## src/rtl/pkt_deframer_pkg.sv

```systemverilog
package pkt_deframer_pkg;
  localparam int FLAG_W = 4;
  localparam int SEQ_W  = 12;
  localparam int SIZE_W = 16;
  localparam int SID_W  = 32;
  localparam int WORD_W = FLAG_W + SEQ_W + SIZE_W + SID_W;
  localparam int BEAT_BYTES = WORD_W / 8;
  localparam int LANE_W = $clog2(BEAT_BYTES);
  localparam int CNT_W  = SIZE_W - LANE_W + 1;
  localparam int FLAG_TIME = 1;  // index inside the flag field (word bit 61)

  typedef struct packed {
    logic [FLAG_W-1:0] flags;
    logic [SEQ_W-1:0]  seq;
    logic [SIZE_W-1:0] size;
    logic [SID_W-1:0]  sid;
  } hdr_t;

  typedef enum logic [1:0] {PH_HDR, PH_TIME, PH_PAY} phase_e;
endpackage

```

## src/rtl/pkt_phase_fsm.sv

```systemverilog
module pkt_phase_fsm
  import pkt_deframer_pkg::*;
(
  input  logic   clk_i,
  input  logic   rst_ni,
  input  logic   fire_i,
  input  logic   last_i,
  input  logic   time_flag_i,
  output phase_e phase_o
);
  phase_e phase_q;

  always_ff @(posedge clk_i or negedge rst_ni) begin
    if (!rst_ni) phase_q <= PH_HDR;
    else if (fire_i) begin
      unique case (phase_q)
        PH_HDR:  if (!last_i) phase_q <= time_flag_i ? PH_TIME : PH_PAY;
        PH_TIME: phase_q <= last_i ? PH_HDR : PH_PAY;
        PH_PAY:  if (last_i) phase_q <= PH_HDR;
        default: phase_q <= PH_HDR;
      endcase
    end
  end

  assign phase_o = phase_q;


  last_to_hdr_chk: assert property (@(posedge clk_i) disable iff (!rst_ni)
    (fire_i && last_i) |=> (phase_q == PH_HDR));
endmodule

```

## src/rtl/pkt_hdr_capture.sv

```systemverilog
module pkt_hdr_capture
  import pkt_deframer_pkg::*;
(
  input  logic              clk_i,
  input  logic              rst_ni,
  input  logic              hdr_acc_i,
  input  logic              time_acc_i,
  input  logic [WORD_W-1:0] data_i,
  output hdr_t              hdr_o,
  output logic [WORD_W-1:0] time_o
);
  hdr_t              hdr_q;
  logic [WORD_W-1:0] time_q;

  always_ff @(posedge clk_i or negedge rst_ni) begin
    if (!rst_ni) begin
      hdr_q  <= '0;
      time_q <= '0;
    end else begin
      if (hdr_acc_i)  hdr_q  <= hdr_t'(data_i);
      if (time_acc_i) time_q <= data_i;
    end
  end

  assign hdr_o  = hdr_q;
  assign time_o = time_q;


  hdr_hold_chk: assert property (@(posedge clk_i) disable iff (!rst_ni)
    !hdr_acc_i |=> $stable(hdr_q));

  time_hold_chk: assert property (@(posedge clk_i) disable iff (!rst_ni)
    !time_acc_i |=> $stable(time_q));
endmodule

```

## src/rtl/pkt_len_check.sv

```systemverilog
module pkt_len_check
  import pkt_deframer_pkg::*;
(
  input  logic              clk_i,
  input  logic              rst_ni,
  input  logic              fire_i,
  input  logic              last_i,
  input  logic              hdr_acc_i,
  input  logic [SIZE_W-1:0] size_in_i,
  input  logic [SIZE_W-1:0] size_q_i,
  output logic              len_err_o
);
  logic [CNT_W-1:0]  cnt_q;
  logic [CNT_W-1:0]  cnt_nxt;
  logic [SIZE_W:0]   sum_in, sum_q;
  logic [CNT_W-1:0]  exp_in, exp_q;
  logic              err_q;

  // ceil(size / BEAT_BYTES)
  assign sum_in  = {1'b0, size_in_i} + (SIZE_W+1)'(BEAT_BYTES - 1);
  assign sum_q   = {1'b0, size_q_i}  + (SIZE_W+1)'(BEAT_BYTES - 1);
  assign exp_in  = CNT_W'(sum_in >> LANE_W);
  assign exp_q   = CNT_W'(sum_q  >> LANE_W);
  assign cnt_nxt = cnt_q + CNT_W'(1);

  always_ff @(posedge clk_i or negedge rst_ni) begin
    if (!rst_ni) begin
      cnt_q <= '0;
      err_q <= 1'b0;
    end else if (hdr_acc_i) begin
      cnt_q <= CNT_W'(1);
      err_q <= last_i && (exp_in != CNT_W'(1));
    end else if (fire_i) begin
      cnt_q <= cnt_nxt;
      if (last_i && (cnt_nxt != exp_q)) err_q <= 1'b1;
    end
  end

  assign len_err_o = err_q;


  err_clear_chk: assert property (@(posedge clk_i) disable iff (!rst_ni)
    (hdr_acc_i && !last_i) |=> !len_err_o);

  err_sticky_chk: assert property (@(posedge clk_i) disable iff (!rst_ni)
    (len_err_o && !hdr_acc_i) |=> len_err_o);
endmodule

```

## src/rtl/pkt_payload_gate.sv

```systemverilog
module pkt_payload_gate
  import pkt_deframer_pkg::*;
(
  input  logic              clk_i,
  input  logic              rst_ni,
  input  phase_e            phase_i,
  input  logic              in_valid_i,
  input  logic              in_last_i,
  input  logic [WORD_W-1:0] in_data_i,
  output logic              in_ready_o,
  output logic              out_valid_o,
  input  logic              out_ready_i,
  output logic [WORD_W-1:0] out_data_o,
  output logic              out_last_o
);
  logic pay;

  assign pay         = (phase_i == PH_PAY);
  assign out_valid_o = in_valid_i && pay;
  assign in_ready_o  = pay ? out_ready_i : 1'b1;
  assign out_data_o  = in_data_i;
  assign out_last_o  = in_last_i;


  hdr_ready_chk: assert property (@(posedge clk_i) disable iff (!rst_ni)
    (phase_i != PH_PAY) |-> (in_ready_o && !out_valid_o));

  backpressure_chk: assert property (@(posedge clk_i) disable iff (!rst_ni)
    (pay && !out_ready_i) |-> !in_ready_o);
endmodule

```

## src/rtl/pkt_deframer.sv

```systemverilog
module pkt_deframer
  import pkt_deframer_pkg::*;
(
  input  logic              clk_i,
  input  logic              rst_ni,
  input  logic              in_valid_i,
  output logic              in_ready_o,
  input  logic [WORD_W-1:0] in_data_i,
  input  logic              in_last_i,
  output logic              out_valid_o,
  input  logic              out_ready_i,
  output logic [WORD_W-1:0] out_data_o,
  output logic              out_last_o,
  output logic [FLAG_W-1:0] flags_o,
  output logic [SEQ_W-1:0]  seq_o,
  output logic [SIZE_W-1:0] size_o,
  output logic [SID_W-1:0]  sid_o,
  output logic              time_valid_o,
  output logic [WORD_W-1:0] time_o,
  output logic [LANE_W:0]   last_bytes_o,
  output logic              len_err_o
);
  phase_e phase;
  hdr_t   in_hdr, hdr_q;
  logic   fire, hdr_acc, time_acc;

  assign in_hdr   = hdr_t'(in_data_i);
  assign fire     = in_valid_i && in_ready_o;
  assign hdr_acc  = fire && (phase == PH_HDR);
  assign time_acc = fire && (phase == PH_TIME);

  pkt_phase_fsm u_fsm (
    .clk_i       (clk_i),
    .rst_ni      (rst_ni),
    .fire_i      (fire),
    .last_i      (in_last_i),
    .time_flag_i (in_hdr.flags[FLAG_TIME]),
    .phase_o     (phase)
  );

  pkt_hdr_capture u_cap (
    .clk_i      (clk_i),
    .rst_ni     (rst_ni),
    .hdr_acc_i  (hdr_acc),
    .time_acc_i (time_acc),
    .data_i     (in_data_i),
    .hdr_o      (hdr_q),
    .time_o     (time_o)
  );

  pkt_len_check u_len (
    .clk_i     (clk_i),
    .rst_ni    (rst_ni),
    .fire_i    (fire),
    .last_i    (in_last_i),
    .hdr_acc_i (hdr_acc),
    .size_in_i (in_hdr.size),
    .size_q_i  (hdr_q.size),
    .len_err_o (len_err_o)
  );

  pkt_payload_gate u_gate (
    .clk_i       (clk_i),
    .rst_ni      (rst_ni),
    .phase_i     (phase),
    .in_valid_i  (in_valid_i),
    .in_last_i   (in_last_i),
    .in_data_i   (in_data_i),
    .in_ready_o  (in_ready_o),
    .out_valid_o (out_valid_o),
    .out_ready_i (out_ready_i),
    .out_data_o  (out_data_o),
    .out_last_o  (out_last_o)
  );

  assign flags_o      = hdr_q.flags;
  assign seq_o        = hdr_q.seq;
  assign size_o       = hdr_q.size;
  assign sid_o        = hdr_q.sid;
  assign time_valid_o = hdr_q.flags[FLAG_TIME];
  assign last_bytes_o = (hdr_q.size[LANE_W-1:0] == '0) ? (LANE_W+1)'(BEAT_BYTES)
                                                      : {1'b0, hdr_q.size[LANE_W-1:0]};


  last_bytes_range_chk: assert property (@(posedge clk_i) disable iff (!rst_ni)
    (last_bytes_o != '0) && (last_bytes_o <= (LANE_W+1)'(BEAT_BYTES)));

  pay_pass_chk: assert property (@(posedge clk_i) disable iff (!rst_ni)
    out_valid_o |-> (in_valid_i && !hdr_acc && !time_acc));
endmodule

```

## config.mk

```make
export PLATFORM = sky130hd
export DESIGN_NAME = pkt_deframer
export DESIGN_NICKNAME = d
export VERILOG_FILES = /design/src/rtl/pkt_deframer_pkg.sv /design/src/rtl/pkt_phase_fsm.sv /design/src/rtl/pkt_hdr_capture.sv /design/src/rtl/pkt_len_check.sv /design/src/rtl/pkt_payload_gate.sv /design/src/rtl/pkt_deframer.sv
export SDC_FILE = /design/constraint.sdc
export NUM_CORES = 1
export LEC_CHECK = 0
export BUFFER_PORTS_ARGS = -buffer_cell sky130_fd_sc_hd__buf_4
export CORE_MARGIN = 2
export CORE_UTILIZATION = 45
export DETAILED_ROUTE_END_ITERATION = 7
export HOLD_SLACK_MARGIN = 0.03
export PLACE_DENSITY = 0.86
export SLEW_MARGIN = 20
export SYNTH_ARGS = -nofsm -noshare
export SYNTH_HDL_FRONTEND = slang
export SYNTH_HIERARCHICAL = 1
export SYNTH_SLANG_ARGS = --single-unit
```

## constraint.sdc

```tcl
create_clock -name clk_i -period 2.2 [get_ports clk_i]
set_input_delay 0.11 -clock clk_i [delete_from_list [all_inputs] [get_ports clk_i]]
set_output_delay 0.11 -clock clk_i [all_outputs]
set_load 0.005 [all_outputs]
```

==> results.md, run 1 <==
- IO buf count: approximately 270
- Startpoint types: register
- #FFs+latches synth: roughly 150
- Total Routing Usage GR: 0.231
- Hpwl dp: around 13000 µm
- EDFF count, synth: 0
- Final setup fails: 1
- Placer Congestion: around 0.93
- Max-slew headroom: 0.680
- CP max FO: 4
- Layout fillers: approximately 1100
- Crit path required time: 2.49 ns
- Post-route cell area: between 0.01 and 0.015 mm²
- Mean Syn Cell Area: ~14 µm²
- Initial antenna violation count: 0
- 1st-pass router iterations: 4
- Worst-Margin Slew: about 0.48 ns
- Avg WL per Cell: between 15 and 20 µm
- Met3 wire length: about 1200 µm
- Final #Nets: between 900 and 1000
- Top layer in use: met4
- Period utilization: 1.00
- Deepest clock path buffer count: 2
- Vias post-DR: 5311
- Total Neg Setup Slack: -0.00451 ns
- Die area: roughly 0.018 mm²
- Fmax: between 400 and 500 MHz
- Setup CP Type: register to register
- Drc violations: 0
- Unrepaired setup endpoints after global routing: true
- Cell Pwr Density: 1300 mW/mm²
- Initial Util: 0.455
- Area growth from synthesis to layout: 43.0%
- Netlist cell types: roughly 50
- Most used flip-flop cell after synthesis: dfrtp_1
- Dpl ws: -0.00489 ns
- CTS clk-pin slew, worst paths: about 0.07 ns
- First-pass GRT wire length: 31600 µm
- Via-to-Cell Ratio: 4.95
- Met1 wire length: slightly above 8000 µm
- Failing checks: negative setup slack
- Max Slew Vio Count: 0
- Final Hold Violating Endpoints: 0
- Sequential share of the synthesized area: 0.486
- Top post-synthesis cells by area: dfrtp_1, mux2_4, buf_4
- Max_cap viols: 0
- Post-Syn Area: 0.00747 mm²
- Placed Area: 0.00937 mm²
- Cell Rows: 47
- Clock Tree Root: clkbuf_16
- Inserted Clock Buffers: 17
- Crit path DAT: 2.49 ns
- CTS tree: yes
- Leakage Power: ~0.0051 µW
- Hold Crit Class: input port to asynchronous set/reset pin
- Die Span Y: around 130 µm
- Most common cell in the netlist: dfrtp_1
- WL met2: 10300 µm
- Antenna Nets Post-Route: 0
- Largest net degree at the start of global routing: between 50 and 60
- DIE WIDTH: around 130 µm
- Synth top cells by count: dfrtp_1, mux2_4, buf_4, xnor2_1, nor2_1
- First DRT Iteration DRCs: approximately 210
- Worst Skew: 0.0133 ns
- Post-route minimum period: ~2.2 ns
- # IOs: 270
- FFs w/ async S/R, synth: 1.00
- Syn. warnings: 6
- Vias in the first global route: approximately 5700
- Top cell type's share of synthesized area: 0.486
- Fraction of layout cells with a size suffix above 1: 0.588
- Post-Syn Nets: 599
- Drt total wl: 20300 µm
- Sink Count: 145
- Final worst setup slack: -0.00451 ns
- Worst Setup End Kind: register
- CTS H-Tree Depth: 4
- Leading area contributor after synthesis: dfrtp_1
- Ant. Diodes: 0
- Worst skew pair latency: ~0.42 ns
- Outcome: complete, but fails checks
- Synthesized instance count: roughly 530
- Overflow after GRT: 0
- Worst VDD drop: 0.676 mV
- Core area: 0.0164 mm²
critical path, stage by stage, from the launching register on:
cell and delay, ns:
dfrtp_1 0.41, nand4_1 0.15, or3_4 0.38, xnor2_2 0.15, or3_4 0.37, a211oi_2 0.21
a21oi_1 0.06, o41a_1 0.36
path summary, 6_finish.rpt:
kind | slack, ns | end | startpoint | cells after the start
hold reg to reg | 0.51 | u_cap/hdr_o[0] | u_cap/hdr_o[0] | 1
min in group clk_i | 0.30 | u_fsm/phase_o[1] | in_valid_i | 3
hold / removal | 0.20 | u_cap/hdr_o[31] | rst_ni | 2
setup / recovery | -0.005 | u_len/len_err_o | u_cap/hdr_o[41] | 7
max in group asynchronous | 1.34 | u_len/len_err_o | rst_ni | 3
setup reg to reg | -0.005 | u_len/len_err_o | u_cap/hdr_o[41] | 7
metrics by stage:
stage	total power (µW)	std cells	utilization	hold WS (ns)
after floorplan	7840	529	-	-0.186
after global placement	10600	972	0.571	0.0788
after detailed placement	10800	972	0.571	0.0876
after CTS	13800	1071	0.647	0.202
after global routing	14600	1074	0.651	0.234
final	13900	1074	0.651	0.196
cells in the final DEF (no fill, tap or decap), drive strengths merged, types with 2 or more instances in the layout:
cell / instances
or3b: 3
nand3: 14
buf: 318
o21ai: 3
nand4: 9
clkinvlp: 2
dfrtp: 145
xnor2: 26
nand2b: 2
or3: 3
inv: 11
mux2: 129
nor2: 23
nor3: 12
dlygate4sd3: 66
a21oi: 7
xor2: 14
clkinv: 4
o31ai: 3
nand2: 15
nor4: 5
clkbuf: 17
and3: 2
mux2i: 3
power breakdown:
part	leakage [µW]	switching (µW)	internal, µW	total, µW
Clock	0.000276	1250	1500	2750
Sequential	0.00176	918	3920	4840
Combinational	0.00309	2250	4040	6280
cell type report:
type | instances | area, µm² | area share
tap | 220 | 275 | 0.0258
clock buffer | 17 | 425 | 0.0398
timing repair buffer | 384 | 3110 | 0.292
sequential | 145 | 3630 | 0.340
inverter | 2 | 7.51 | 0.000703
clock inverter | 15 | 143 | 0.0134
multi-input combinational | 291 | 3080 | 0.289
state kept, by name, summed over array words and instances (netlist names):
name	flops
u_cap/hdr_o	64
u_len/cnt_q	14
u_cap/time_o	64
u_fsm/phase_o	2
u_len/len_err_o	1
per-layer routing:
metal | vias up | global-route usage
li1 | 2389 | -
met1 | 2662 | 0.276
met2 | 209 | 0.392
met3 | 51 | 0.0579
met4 | 0 | 0.107
met5 | - | 0
cells by family (layout without fill, tap and decap cells):
logic type                 count (synthesis)  after routing  synth area share
muxes                                    132            132             0.259
buffers and inverters                     93            418             0.110
adders and majority gates                  1              1           0.00167
xor gates and xnor gates                  41             41            0.0499
and+or+nand+nor                           95             95            0.0722
AOI/OAI and AO/OA                         22             22            0.0219
DFF                                      145            145             0.486
repair_timing:
action / CTS / global route
setup endpoints to repair: 1 / 1
pin swaps: 0 / 7
resized for setup: 2 / 9
hold buffers: 66 / 0
buffers inserted: 1 / 3
hold endpoints to repair: 176 / 0
Note: power is estimated with default switching activity, not from simulation.
==> run 2: changes to the inputs <==
--- a/config.mk
+++ b/config.mk
@@ -10,9 +10,11 @@
 export CORE_UTILIZATION = 45
 export DETAILED_ROUTE_END_ITERATION = 7
 export HOLD_SLACK_MARGIN = 0.03
-export PLACE_DENSITY = 0.86
+export PLACE_DENSITY = 0.76
+export RECOVER_POWER = 25
 export SLEW_MARGIN = 20
 export SYNTH_ARGS = -nofsm -noshare
 export SYNTH_HDL_FRONTEND = slang
 export SYNTH_HIERARCHICAL = 1
 export SYNTH_SLANG_ARGS = --single-unit
+export TNS_END_PERCENT = 5
==> run 2 against run 1 <==
Sequential share of layout area is essentially flat. Worst hold slack improved by 0.18 ns. Largest power group unchanged. Die area stayed put. The flow finishes with violations (max-capacitance violations, max-slew violations, negative setup slack). Critical path type unchanged. Largest cell class unchanged. Wire length fell by 2.7%. Cell count did not move. Non-clock buffer count down 1.
==> results.md, run 2 (synthesis gave the netlist of run 1 again) <==
- Outcome: complete, but fails checks
- Failing checks: max-capacitance violations, max-slew violations, negative setup slack
- CP max FO: 3
- Die Span Y: roughly 130 µm
- Largest net degree at the start of global routing: 61
- Antenna Nets Post-Route: 0
- Post-route minimum period: about 2.2 ns
- Total Routing Usage GR: 0.219
- Crit path capture: u_len/len_err_o
- Sink Count: 145
- Fmax: about 450 MHz
- Die area: between 0.015 and 0.02 mm²
- Area growth from synthesis to layout: 43.1%
- First DRT Iteration DRCs: around 340
- Worst-Margin Slew: between 1.5 and 2 ns
- Inserted Clock Buffers: 17
- 1st-pass router iterations: 4
- Max_cap viols: 1
- Crit path required time: around 2.5 ns
- DIE WIDTH: between 100 and 150 µm
- Worst Skew: 0.00815 ns
- R2r endpoint: u_len/len_err_o
- First-pass GRT wire length: about 31000 µm
- Vias post-DR: ~5400
- Setup CP Type: register to register
- Reg2reg path depth: 7
- Period utilization: 1.01
- Overflow after GRT: 0
- Startpoint types: register
- Vias in the first global route: ~5800
- Hpwl dp: 12800 µm
- CTS clk-pin slew, worst paths: 0.06 ns
- Clock Tree Root: clkbuf_16
- Crit path from: u_cap/hdr_o[41]
- Final worst setup slack: -0.0159 ns
- Placer Congestion: ~0.91
- Commonest cells after routing, fill and taps aside: buf_4, dfrtp_1, mux2_4
- Worst VDD drop: 0.692 mV
- Max-slew headroom: -0.0354
- Final setup fails: 1
- Unrepaired setup endpoints after global routing: true
- # IOs: 270
- Final Power: roughly 14000 µW
- CTS tree: yes
- Worst Setup End Kind: register
- Drc violations: 0
- Post-layout util: 0.651
- IO buf count: 269
- Initial Util: 0.455
- Initial antenna violation count: 1
- Worst skew pair latency: 0.41 ns
- Cell Pwr Density: between 1000 and 1500 mW/mm²
- Final Hold Violating Endpoints: 0
- Via-to-Cell Ratio: approximately 5
- R2R Setup Slk: -0.02 ns
- Commonest non-fill, non-tap cell in the layout: buf_4
- Cell Rows: 47
- Max Slew Vio Count: 60
- Layout fillers: ~1200
- Deepest clock path buffer count: 2
- Core area: 0.0164 mm²
- Final #Nets: roughly 900
- Fraction of layout cells with a size suffix above 1: 0.593
- Crit path DAT: about 2.5 ns
- Hold Crit Class: input port to register
- Avg WL per Cell: around 18 µm
- R2R Path Start: u_cap/hdr_o[41]
- Leakage Power: approximately 0.0051 µW
- CTS H-Tree Depth: 4
- Drt total wl: between 15000 and 20000 µm
[run 2: cell types whose count changed in the layout (fill, tap and decap cells not counted), sizes merged]
| cell | previous run | this run |
|---|---|---|
| buf | 318 | 314 |
| bufinv | 0 | 1 |
| clkbuf | 17 | 22 |
| clkinv | 4 | 8 |
| clkinvlp | 2 | 3 |
| diode | 0 | 1 |
| inv | 11 | 3 |
[run 2: layer usage]
metal | global-route usage | vias up | part of all wire
met4 | 0.0920 | 0 | 0.026
met2 | 0.379 | 218 | 0.52
met1 | 0.264 | 2698 | 0.40
met5 | 0 | - | 0
li1 | - | 2394 | -
met3 | 0.0498 | 44 | 0.055
[run 2: how the worst min path moves through the flow]
stage	start	slack, ns	cells past startpoint	to
floorplan	rst_ni	-0.19	0	u_cap/hdr_o[0]
global placement	rst_ni	0.13	1	u_cap/hdr_o[60]
detailed placement	rst_ni	0.13	1	u_cap/hdr_o[58]
CTS	rst_ni	0.28	2	u_fsm/phase_o[1]
global route	in_valid_i	0.38	3	u_cap/time_o[54]
finish	in_valid_i	0.37	3	u_cap/time_o[61]
[run 2: what timing repair did]
item | in CTS | in global routing
setup endpoints to repair | 1 | 1
buffers inserted | 3 | 2
pin swaps | 3 | 10
gates resized for setup | 6 | 12
hold buffers | 66 | 0
hold endpoints to repair | 187 | 0
[run 2: metrics by stage]
step                TNS [ns]  worst slack, ns  std cells  area [µm²]  hold slack [ns]
floorplan            -0.0588          -0.0588        529        7480           -0.186
finish               -0.0159          -0.0159       1074       10700            0.371
CTS                        0           0.0197       1071       10600            0.275
global route         -0.0691          -0.0691       1074       10700            0.376
global placement           0           0.0134        970        9370            0.130
detailed placement   -0.0326          -0.0326        970        9370            0.133
[run 2: worst max-delay path: stages (launching register included)]
cell and delay (ns):
dfrtp_1 0.40, buf_4 0.15, xor2_1 0.24, xnor2_2 0.17, or3b_4 0.41, a21oi_2 0.17
o2111ai_1 0.12, o41a_1 0.43
[run 2: area by class of cell]
type	instances	area, µm²	share of cell area
multi-input cells	291	3100	0.290
clock inverters	13	113	0.0105
well taps	220	275	0.0258
flip-flops and latches	145	3630	0.340
repair buffers	383	3100	0.290
clock buffers	19	453	0.0424
diodes	1	2.50	0.000234
inverters	2	7.51	0.000702
[run 2: power by group]
group	internal [µW]	switching (µW)
Combinational	4080	2250
Clock	1610	1110
Sequential	3920	887
Total	9610	4250
